[config.mk]
export PLATFORM = sky130hd
export DESIGN_NAME = pit_channel
export DESIGN_NICKNAME = d
export VERILOG_FILES = /design/src/rtl/pit_pkg.sv /design/src/rtl/pit_count_core.sv /design/src/rtl/pit_wave_sel.sv /design/src/rtl/pit_channel.sv
export SDC_FILE = /design/constraint.sdc
export NUM_CORES = 1
export LEC_CHECK = 0
export ABC_AREA = 1
export BUFFER_PORTS_ARGS = -buffer_cell sky130_fd_sc_hd__buf_4
export CAP_MARGIN = 25
export CORE_MARGIN = 1
export CORE_UTILIZATION = 36
export CTS_CLUSTER_DIAMETER = 100
export CTS_CLUSTER_SIZE = 25
export DETAILED_ROUTE_END_ITERATION = 6
export PLACE_DENSITY = 0.48
export RECOVER_POWER = 25
export SETUP_SLACK_MARGIN = 0.5
export SLEW_MARGIN = 10
export SYNTH_ARGS = -nofsm -noshare
export SYNTH_HDL_FRONTEND = slang
export SYNTH_HIERARCHICAL = 1
export SYNTH_SLANG_ARGS = --single-unit
[constraint.sdc]
create_clock -name clk -period 6.63 [get_ports clk]
set_input_delay 0.663 -clock clk [delete_from_list [all_inputs] [get_ports clk]]
set_output_delay 0.663 -clock clk [all_outputs]
set_load 0.02 [all_outputs]
[src/rtl/pit_pkg.sv]
package pit_pkg;

   localparam int MODE_W = 3;

   typedef enum logic [1:0] {
      WK_LEVEL  = 2'd0,
      WK_RATE   = 2'd1,
      WK_SQUARE = 2'd2,
      WK_STROBE = 2'd3
   } wave_kind_t;

   function automatic wave_kind_t kind_of(input logic [MODE_W-1:0] m);
      if (m[1])      return m[0] ? WK_SQUARE : WK_RATE;
      else if (m[2]) return WK_STROBE;
      else           return WK_LEVEL;
   endfunction

   function automatic bit nibbles_decimal(input logic [15:0] v);
      bit ok;
      ok = 1'b1;
      for (int d = 0; d < 4; d++) if (v[4*d +: 4] > 4'd9) ok = 1'b0;
      return ok;
   endfunction

endpackage

[src/rtl/pit_count_core.sv]
module pit_count_core #(
   parameter int CNT_W  = 16,
   parameter bit BCD_EN = 1'b1
) (
   input  logic             clk,
   input  logic             rst_n,
   input  logic             ld,
   input  logic             dec,
   input  logic             bcd,
   input  logic [CNT_W-1:0] ld_val,
   output logic [CNT_W-1:0] q
);
   localparam int DIGITS = CNT_W / 4;
   localparam logic [CNT_W-1:0] ALL_ONES = '1;

   logic [CNT_W-1:0] q_r;
   logic [CNT_W-1:0] bin_next;
   logic [CNT_W-1:0] bcd_next;
   logic [CNT_W-1:0] all_nines;
   logic             use_bcd;

   assign bin_next = q_r - CNT_W'(1);

   generate
      if (BCD_EN) begin : g_bcd
         logic [DIGITS-1:0] borrow;
         assign borrow[0] = 1'b1;
         for (genvar d = 0; d < DIGITS; d++) begin : g_dig
            logic [3:0] cur;
            assign cur = q_r[4*d +: 4];
            assign bcd_next[4*d +: 4] = borrow[d] ? ((cur == 4'd0) ? 4'd9 : cur - 4'd1) : cur;
            assign all_nines[4*d +: 4] = 4'd9;
            if (d + 1 < DIGITS) begin : g_chain
               assign borrow[d+1] = borrow[d] && (cur == 4'd0);
            end
         end
         assign use_bcd = bcd;
      end else begin : g_bin
         assign bcd_next  = bin_next;
         assign all_nines = ALL_ONES;
         assign use_bcd   = 1'b0;
      end
   endgenerate

   always_ff @(posedge clk) begin
      if (!rst_n)   q_r <= '0;
      else if (ld)  q_r <= ld_val;
      else if (dec) q_r <= use_bcd ? bcd_next : bin_next;
   end

   assign q = q_r;

   // a decrement from zero lands on the top of the selected range
   a_r3_wrap: assert property (@(posedge clk) disable iff (!rst_n)
      (dec && !ld && q_r == '0) |=> (q_r == ($past(use_bcd) ? all_nines : ALL_ONES)));

endmodule

[src/rtl/pit_wave_sel.sv]
module pit_wave_sel
   import pit_pkg::*;
#(
   parameter int CNT_W  = 16,
   parameter bit BCD_EN = 1'b1
) (
   input  logic [MODE_W-1:0] mode,
   input  logic              bcd,
   input  logic              active,
   input  logic              fired,
   input  logic              pulse,
   input  logic [CNT_W-1:0]  count,
   input  logic [CNT_W-1:0]  init,
   output logic              wave_out
);
   localparam int DIGITS = CNT_W / 4;
   localparam int MAG_W  = CNT_W + 1;
   localparam logic [MAG_W-1:0] BIN_FULL = {1'b1, {CNT_W{1'b0}}};
   localparam logic [MAG_W-1:0] DEC_FULL = MAG_W'(10 ** DIGITS);

   logic             is_dec;
   logic [MAG_W-1:0] cur_mag;
   logic [MAG_W-1:0] init_mag;
   wave_kind_t       kind;

   assign is_dec = BCD_EN && bcd;
   assign kind   = kind_of(mode);

   function automatic logic [MAG_W-1:0] to_mag(input logic [CNT_W-1:0] v, input logic dec_fmt);
      logic [MAG_W-1:0] acc;
      logic [MAG_W-1:0] weight;
      if (v == '0) return dec_fmt ? DEC_FULL : BIN_FULL;
      if (!dec_fmt) return {1'b0, v};
      acc    = '0;
      weight = MAG_W'(1);
      for (int d = 0; d < DIGITS; d++) begin
         acc    = acc + MAG_W'(v[4*d +: 4]) * weight;
         weight = weight * MAG_W'(10);
      end
      return acc;
   endfunction

   assign cur_mag  = to_mag(count, is_dec);
   assign init_mag = to_mag(init, is_dec);

   always_comb begin
      if (!active) begin
         wave_out = (mode != '0);
      end else begin
         unique case (kind)
            WK_LEVEL:  wave_out = fired;
            WK_RATE:   wave_out = (count != CNT_W'(1));
            WK_SQUARE: wave_out = (cur_mag > (init_mag >> 1));
            default:   wave_out = !pulse;
         endcase
      end
   end

endmodule

[src/rtl/pit_channel.sv]
module pit_channel
   import pit_pkg::*;
#(
   parameter int CNT_W  = 16,
   parameter bit BCD_EN = 1'b1
) (
   input  logic              clk,
   input  logic              rst_n,
   input  logic              cnt_tick,
   input  logic              gate,
   input  logic [MODE_W-1:0] mode_sel,
   input  logic              bcd_sel,
   input  logic              load_strb,
   input  logic [CNT_W-1:0]  load_count,
   output logic [CNT_W-1:0]  count_q,
   output logic              wave_out
);
   generate
      if (CNT_W < 4 || (CNT_W % 4) != 0) begin : g_bad_width
         $error("pit_channel: CNT_W must be a positive multiple of 4");
      end
   endgenerate

   logic [CNT_W-1:0]  init_r;
   logic [MODE_W-1:0] mode_r;
   logic              bcd_r;
   logic              armed;
   logic              running;
   logic              fired;
   logic              pulse;
   logic              gate_q;

   logic gate_rise;
   logic step;
   logic periodic;
   logic at_one;
   logic core_ld;
   logic core_dec;

   assign gate_rise = gate && !gate_q;
   assign step      = cnt_tick && gate && !load_strb && !gate_rise;
   assign periodic  = mode_r[1];
   assign at_one    = (count_q == CNT_W'(1));
   assign core_ld   = step && (armed || (running && periodic && at_one));
   assign core_dec  = step && running && !core_ld;

   always_ff @(posedge clk) begin
      if (!rst_n) begin
         init_r  <= '0;
         mode_r  <= '0;
         bcd_r   <= 1'b0;
         armed   <= 1'b0;
         running <= 1'b0;
         fired   <= 1'b0;
         pulse   <= 1'b0;
         gate_q  <= 1'b0;
      end else begin
         gate_q <= gate;
         if (load_strb) begin
            init_r  <= load_count;
            mode_r  <= mode_sel;
            bcd_r   <= bcd_sel;
            armed   <= 1'b1;
            running <= 1'b0;
            fired   <= 1'b0;
            pulse   <= 1'b0;
         end else if (gate_rise) begin
            armed   <= 1'b1;
            running <= 1'b0;
            fired   <= 1'b0;
            pulse   <= 1'b0;
         end else if (step) begin
            pulse <= 1'b0;
            if (armed) begin
               armed   <= 1'b0;
               running <= 1'b1;
            end else if (running && !periodic && at_one && !fired) begin
               fired <= 1'b1;
               pulse <= 1'b1;
            end
         end
      end
   end

   pit_count_core #(.CNT_W(CNT_W), .BCD_EN(BCD_EN)) u_core (
      .clk    (clk),
      .rst_n  (rst_n),
      .ld     (core_ld),
      .dec    (core_dec),
      .bcd    (bcd_r),
      .ld_val (init_r),
      .q      (count_q)
   );

   pit_wave_sel #(.CNT_W(CNT_W), .BCD_EN(BCD_EN)) u_wave (
      .mode     (mode_r),
      .bcd      (bcd_r),
      .active   (running && gate),
      .fired    (fired),
      .pulse    (pulse),
      .count    (count_q),
      .init     (init_r),
      .wave_out (wave_out)
   );

   // a load only arms the channel; counting waits for a tick
   a_r2_start_delay: assert property (@(posedge clk) disable iff (!rst_n)
      load_strb |=> (armed && !running));

   // a rising gate re-arms the channel
   a_r10_gate_rearm: assert property (@(posedge clk) disable iff (!rst_n)
      (gate && !gate_q && !load_strb) |=> (armed && !running));

   // idle output level
   a_r9_idle_level: assert property (@(posedge clk) disable iff (!rst_n)
      (!running || !gate) |-> (wave_out == (mode_r != '0)));

   // level modes stay low until terminal count
   a_r5_level_low: assert property (@(posedge clk) disable iff (!rst_n)
      (running && gate && !mode_r[2] && !mode_r[1] && !fired) |-> !wave_out);

   // rate mode reloads the initial count after the count of one
   a_r6_rate_reload: assert property (@(posedge clk) disable iff (!rst_n)
      (running && mode_r[1] && at_one && cnt_tick && gate && gate_q && !load_strb) |=> (count_q == init_r));

   // strobe lasts a single tick
   a_r8_strobe_single: assert property (@(posedge clk) disable iff (!rst_n)
      (pulse && cnt_tick && gate && gate_q && !load_strb) |=> !pulse);

   // decimal counting keeps every nibble a valid digit
   a_r3_digits_valid: assert property (@(posedge clk) disable iff (!rst_n)
      (BCD_EN && CNT_W == 16 && running && bcd_r && nibbles_decimal(16'(init_r))) |-> nibbles_decimal(16'(count_q)));

endmodule

# Yosys cells after proc, flatten, opt, wreduce, memory -nomap -nowiden
# Index checks and enable logic that the tools add are counted.
totals:
  register_bits: 41
  in_bits: 25
classes:
  add_sub_neg: 11
  n_mul: 6
  n_lt_le_gt_ge: 1
  eq_ne: 7
  mux: 34
  bitwise_logic: 2
  n_reduce_logical: 39
ops:
  columns: ["operator", "count"]
  rows:
  - ["$mux W17", 9]
  - ["$mux W16", 3]
  - ["$add A17 B11 Y17", 2]
  - ["$add A17 B14 Y17", 2]
  - ["$logic_not A16 Y1", 2]
  - ["$mux W4", 7]
  - ["$mul A4 B7 Y11 const B", 2]
  - ["$add A4 B8 Y9", 2]
  - ["$mul A4 B5 Y9 const B", 2]
  - ["$gt A17 B16 Y1", 1]
  - ["$eq A16 B1 Y1 const B", 1]
  - ["$logic_not A4 Y1", 4]
  - ["$ne A16 B1 Y1 const B", 1]
  - ["$sub A16 B1 Y16 const B", 1]
  - ["$sub A4 B1 Y4 const B", 4]
  - ["$logic_and A1 B1 Y1", 15]
  - ["$mul A4 B3 Y7 const B", 2]
  - ["$mux W1", 11]
  - ["$ne A3 B1 Y1 const B", 3]
  - ["$reduce_and A2 Y1", 4]
  - ["$logic_not A1 Y1", 7]
  - ["$mux W2", 3]
  - ["$reduce_bool A3 Y1", 2]
  - ["$pmux W1 S3", 1]
  - ["8 further kinds", 9]

# Longest topological paths before layout
logic_depth:
  depth_word: 9
  depth_mapped: 33
  ltp_nobuf: 33

# Modules after synthesis
# Netlist, hierarchy kept.
by_module_without_submodules:
  columns: ["mod", "n_inst", "cells_each", "area_per_inst_um2", "seq_area_each_um2"]
  rows:
  - ["pit_wave_sel", 1, 581, 4262.8, 0.0]
  - ["pit_count_core", 1, 236, 1370.1, 320.3]
  - ["pit_channel", 1, 137, 969.7, 500.5]

# Worst setup path after synthesis
# No wires, ideal clock.
synth_timing:
  path_type: "reg2out"
  start: "register u_core.q_r[14], in the netlist u_core/q[14]"
  end: "output wave_out"
  arrival_ns: 5.146
  required_ns: 5.967
  path_slack_ns: 0.821
  stages_incl_launch_ff: 31
  cell_sequence: "dfxtp_1 fa_1 inv_1 fa_1 ha_1 inv_1 o21ai_0 xor2_1 inv_1 ha_1 ha_1 ha_1 inv_1 nor4_1 nand3_1 nand3_1 inv_1 nand2_1 a31oi_1 ha_1 nand2_1 inv_1 nand3_1 nor2_1 nand2_1 nor3_1 a21oi_1 nand2_1 nand2_1 nand2_1 nand2_1"
synth_via:
  elab_chain_len: 7
synth_rtl:
  columns: ["element", "line_no", "source"]
  rows:
  - ["from (decl)", "pit_count_core.sv:16", "logic [CNT_W-1:0] q_r;"]
  - ["from (signal assigned)", "pit_count_core.sv:47", "else if (ld) q_r <= ld_val;"]
  - ["from (signal assigned)", "pit_count_core.sv:48", "else if (dec) q_r <= use_bcd ? bcd_next : bin_next;"]
  - ["$mul A4 B7 Y11", "pit_wave_sel.sv:37", "acc = acc + MAG_W'(v[4*d +: 4]) * weight;"]
  - ["$add A17 B14 Y17", "pit_wave_sel.sv:37", null]
  - ["$mux W17", "pit_wave_sel.sv:34", "acc = '0;"]
  - ["$mux W17", "pit_wave_sel.sv:33", "if (!dec_fmt) return {1'b0, v};"]
  - ["$gt A17 B16 Y1", "pit_wave_sel.sv:53", "WK_SQUARE: wave_out = (cur_mag > (init_mag >> 1));"]
  - ["$pmux W1 S3 *", "pit_wave_sel.sv:50", "unique case (kind)"]
  - ["$mux W1 *", "pit_wave_sel.sv:47", "if (!active) begin"]
  - ["to (decl)", "pit_channel.sv:16", "output logic wave_out"]
# Every way passes the cells marked *; elsewhere a longest branch is shown, timed or not.

# Final worst setup path
layout_timing:
  start: "register init_r[13]"
  end: "output wave_out"
layout_via:
  elab_chain_len: 7
layout_rtl:
  columns: ["element", "line_no", "source"]
  rows:
  - ["from (decl)", "pit_channel.sv:24", "logic [CNT_W-1:0] init_r;"]
  - ["from (signal assigned)", "pit_channel.sv:60", "init_r <= load_count;"]
  - ["$mul A4 B7 Y11", "pit_wave_sel.sv:37", null]
  - ["$add A17 B14 Y17", "pit_wave_sel.sv:37", null]
  - ["$mux W17", "pit_wave_sel.sv:34", null]
  - ["$mux W17 *", "pit_wave_sel.sv:33", null]
  - ["$gt A17 B16 Y1 *", "pit_wave_sel.sv:53", null]
  - ["$pmux W1 S3 *", "pit_wave_sel.sv:50", null]
  - ["$mux W1 *", "pit_wave_sel.sv:47", null]
# Marks and branches as above.

==> key figures <==
Routing
  – Top Metal Used: met4
  – DR WL/cell: 15.85 um
  – ANT nets after route: 0
  – Detail Route met2 WL: 9557 um
  – Vias/cell: 5.011
  – Post-route DRC: 0
  – Via count: 6259
  – TritonRoute pass-1 iters: 4
  – Starting DRT DRC Count: 222
  – Met3 wire length: 742 um
  – Overall routed net length: 19800 um
  – M1 WL: 9169 um

Synthesis
  – Post-Syn Instances: 954
  – Fraction of synthesized area in multiplexers: 0%
  – Synth Area in XOR/XNOR: 4.377%
  – Flops & latches, synth: 41
  – Mapped cell area: 6603 um2
  – Largest cells by area after synthesis: ha_1 (24%), dfxtp_1 (12%), nand2_1 (11%), fa_1 (10%), inv_1 (7.2%)
  – Yosys top cell area share: 23.69%
  – Post-synthesis simple-gate area fraction: 25.81%
  – Seq/Total Area, Yosys: 12.43%
  – Main combinational cell family by area after synthesis: adder cells
  – Avg Cell Area, Syn: 6.921 um2
  – Unique cell type count in the Yosys netlist: 45
  – Yosys warns: 6
  – Synth Net Count: 1138
  – Synth Area in Compound Gates: 14.14%
  – Post-synthesis adder-cell area fraction: 34.00%
  – Synth area leader: ha_1

Clock tree
  – Sink Count: 41
  – Max H-tree Level: 2
  – Hold Buf Count CTS: 0
  – Skew-Pair Late Insertion Delay: 0.30 ns
  – CTS Buf Count: 5
  – CTS tree: done
  – Root Buffer: clkbuf_16
  – Clock-pin slew on the worst setup and hold paths: 0.07 ns
  – Clk buf depth: 2

Cells and area
  – Share of cells above drive strength 1: 18.53%
  – N_diodes: 0
  – Fin util: 44.26%
  – Post-route cell area: 7950 um2
  – Post-layout nets: 1203
  – Non-Filler Instances: 1249
  – P&R area growth vs syn: 20.41%

Floorplan
  – Starting Density: 36.76%
  – Number of cell rows: 49
  – Boundary Pins: 42
  – CORE AREA: 17960 um2
  – Die ar.: 18890 um2
  – Height of the die: 137.4 um
  – Die width: 137.4 um

Placed design
  – DP HPWL: 15400 um
  – PortBufs: 41
  – Placed Instance Area: 7258 um2
  – DP Worst Slack: 0.4856 ns
  – Cells after DPL: 1226
  – GPL Wtd Cong: 0.8252

Outcome
  – Run status: finished clean

Worst setup path
  – Crit-path max cell delay: 0.59 ns
  – CP max-delay cell: fa_2
  – Cell mode on critical path: nand2_1
  – Setup crit end kind: primary output
  – CP required: 5.97 ns
  – Critical-path maximum fanout: 4
  – Worst setup SP type: flop
  – WS Path Type: flop to primary output
  – Worst Path Arrival: 5.41 ns

STA
  – Fin worst setup slack: 0.5595 ns
  – RSZ-0062 raised after global routing: true
  – Final Setup Violations: 0
  – Fin. max-slew vios: 0
  – Hold Slack: 0.4722 ns
  – Period utilisation layout: 91.56%
  – Setup TNS: 0 ns
  – Achievable Freq: 0.1647 GHz
  – Slew margin rel.: 30.13%
  – Setup Skew: 0.003105 ns
  – Final hold vios: 0
  – Final min period: 6.070 ns
  – Pin slew with the least headroom to its limit: 1.048 ns

Run
  – Max-capacitance violation count: 0

Pwr
  – Total power draw: 1.182 mW
  – Max VDD drop: 111.0 uV
  – PD cells: 148.7 nW/um2
  – Leak pwr: 4.097 nW

Global route
  – Initial antenna violation count: 0
  – GRT Total Usage: 21.53%
  – Global-route congestion overflow total: 0
  – Vias in the first global route: 6108
  – First-pass GRT wire length: 31030 um
  – Pin count of the biggest net entering global routing: 39

Min path
  – HP Class: flop to flop
## area by class of cell
cell class,count,area (um2)
clock buffers,5,125.1
well taps,229,286.5
clock inverters,3,25.02
inverters,143,536.8
flip-flops and latches,41,829.5
fillers,1925,10010
multi-input cells,754,5569
repair buffers,74,578.1
## synth_stat cells (all sizes together)
| cell | number |
|---|---|
| nand3 | 57 |
| dfxtp | 41 |
| nand3b | 2 |
| a31oi | 7 |
| a21oi | 65 |
| nand2 | 195 |
| nor2 | 125 |
| xnor2 | 9 |
| a21boi | 1 |
| ha | 125 |
| o21ai | 68 |
| nor3 | 6 |
| fa | 34 |
| o21bai | 2 |
| or2 | 2 |
| nand4 | 7 |
| o22ai | 3 |
| o31ai | 1 |
| a21o | 2 |
| inv | 143 |
| o211ai | 11 |
| buf | 6 |
| o21a | 2 |
| clkbuf | 10 |
| xor2 | 24 |
| a22oi | 1 |
| o311ai | 1 |
| nor4 | 4 |
## cell usage in the layout (no fill, tap or decap), drive strengths merged, types with 34 or more instances in the layout
cell and count:
ha 125, fa 34, o21ai 68, a21oi 65, dfxtp 41, nor2 125, inv 144, buf 73
nand3 57, nand2 195
## kinds of logic after synthesis
family / after synthesis
XOR/XNOR: 33
buffers and inverters: 159
adder cells (fa/ha/maj): 159
AND/OR/NAND/NOR: 398
flip-flops: 41
AO/OA/AOI/OAI: 164
## critical path: cells and delay by family, from the launching register on
family / cells / cell delay [ns]
AND/OR/NAND/NOR: 10 / 0.94
adder cells (fa/ha/maj): 7 / 2.33
XOR/XNOR: 1 / 0.15
buffers and inverters: 6 / 0.49
AO/OA/AOI/OAI: 8 / 0.85
flip-flops: 1 / 0.33
## registers in the layout (all words and copies together) (netlist names)
signal and flops:
gate_q 1, running 1, armed 1, fired 1
pulse 1, bcd_r 1, init_r 16, mode_r 3
u_core/q 16
## worst paths after layout
| kind | start | to | slack, ns | cells after the start |
|---|---|---|---|---|
| max | init_r[13] | wave_out | 0.56 | 32 |
| min | pulse | pulse | 0.47 | 2 |
| max reg2reg | u_core/q[15] | u_core/q[9] | 3.76 | 16 |
| min reg2reg | pulse | pulse | 0.47 | 2 |
## layer usage
metal  up-vias  global-route usage (%)
met3        20                   2.612
met4         0                   4.884
li1       3245                       -
met2       114                   37.74
met1      2880                   27.92
met5         -                       0
## report_power, final
| group | switching [mW] | internal (mW) |
|---|---|---|
| Clock | 0.116 | 0.142 |
| Sequential | 0.0178 | 0.257 |
| Combinational | 0.359 | 0.291 |
## what timing repair did
action | in CTS | in global routing
pin swaps | 21 | 47
resized for setup | 31 | 51
setup buffers | 10 | 5
endpoints found under the setup margin | 1 | 1
No activity file was read; power rests on OpenSTA's default activity.
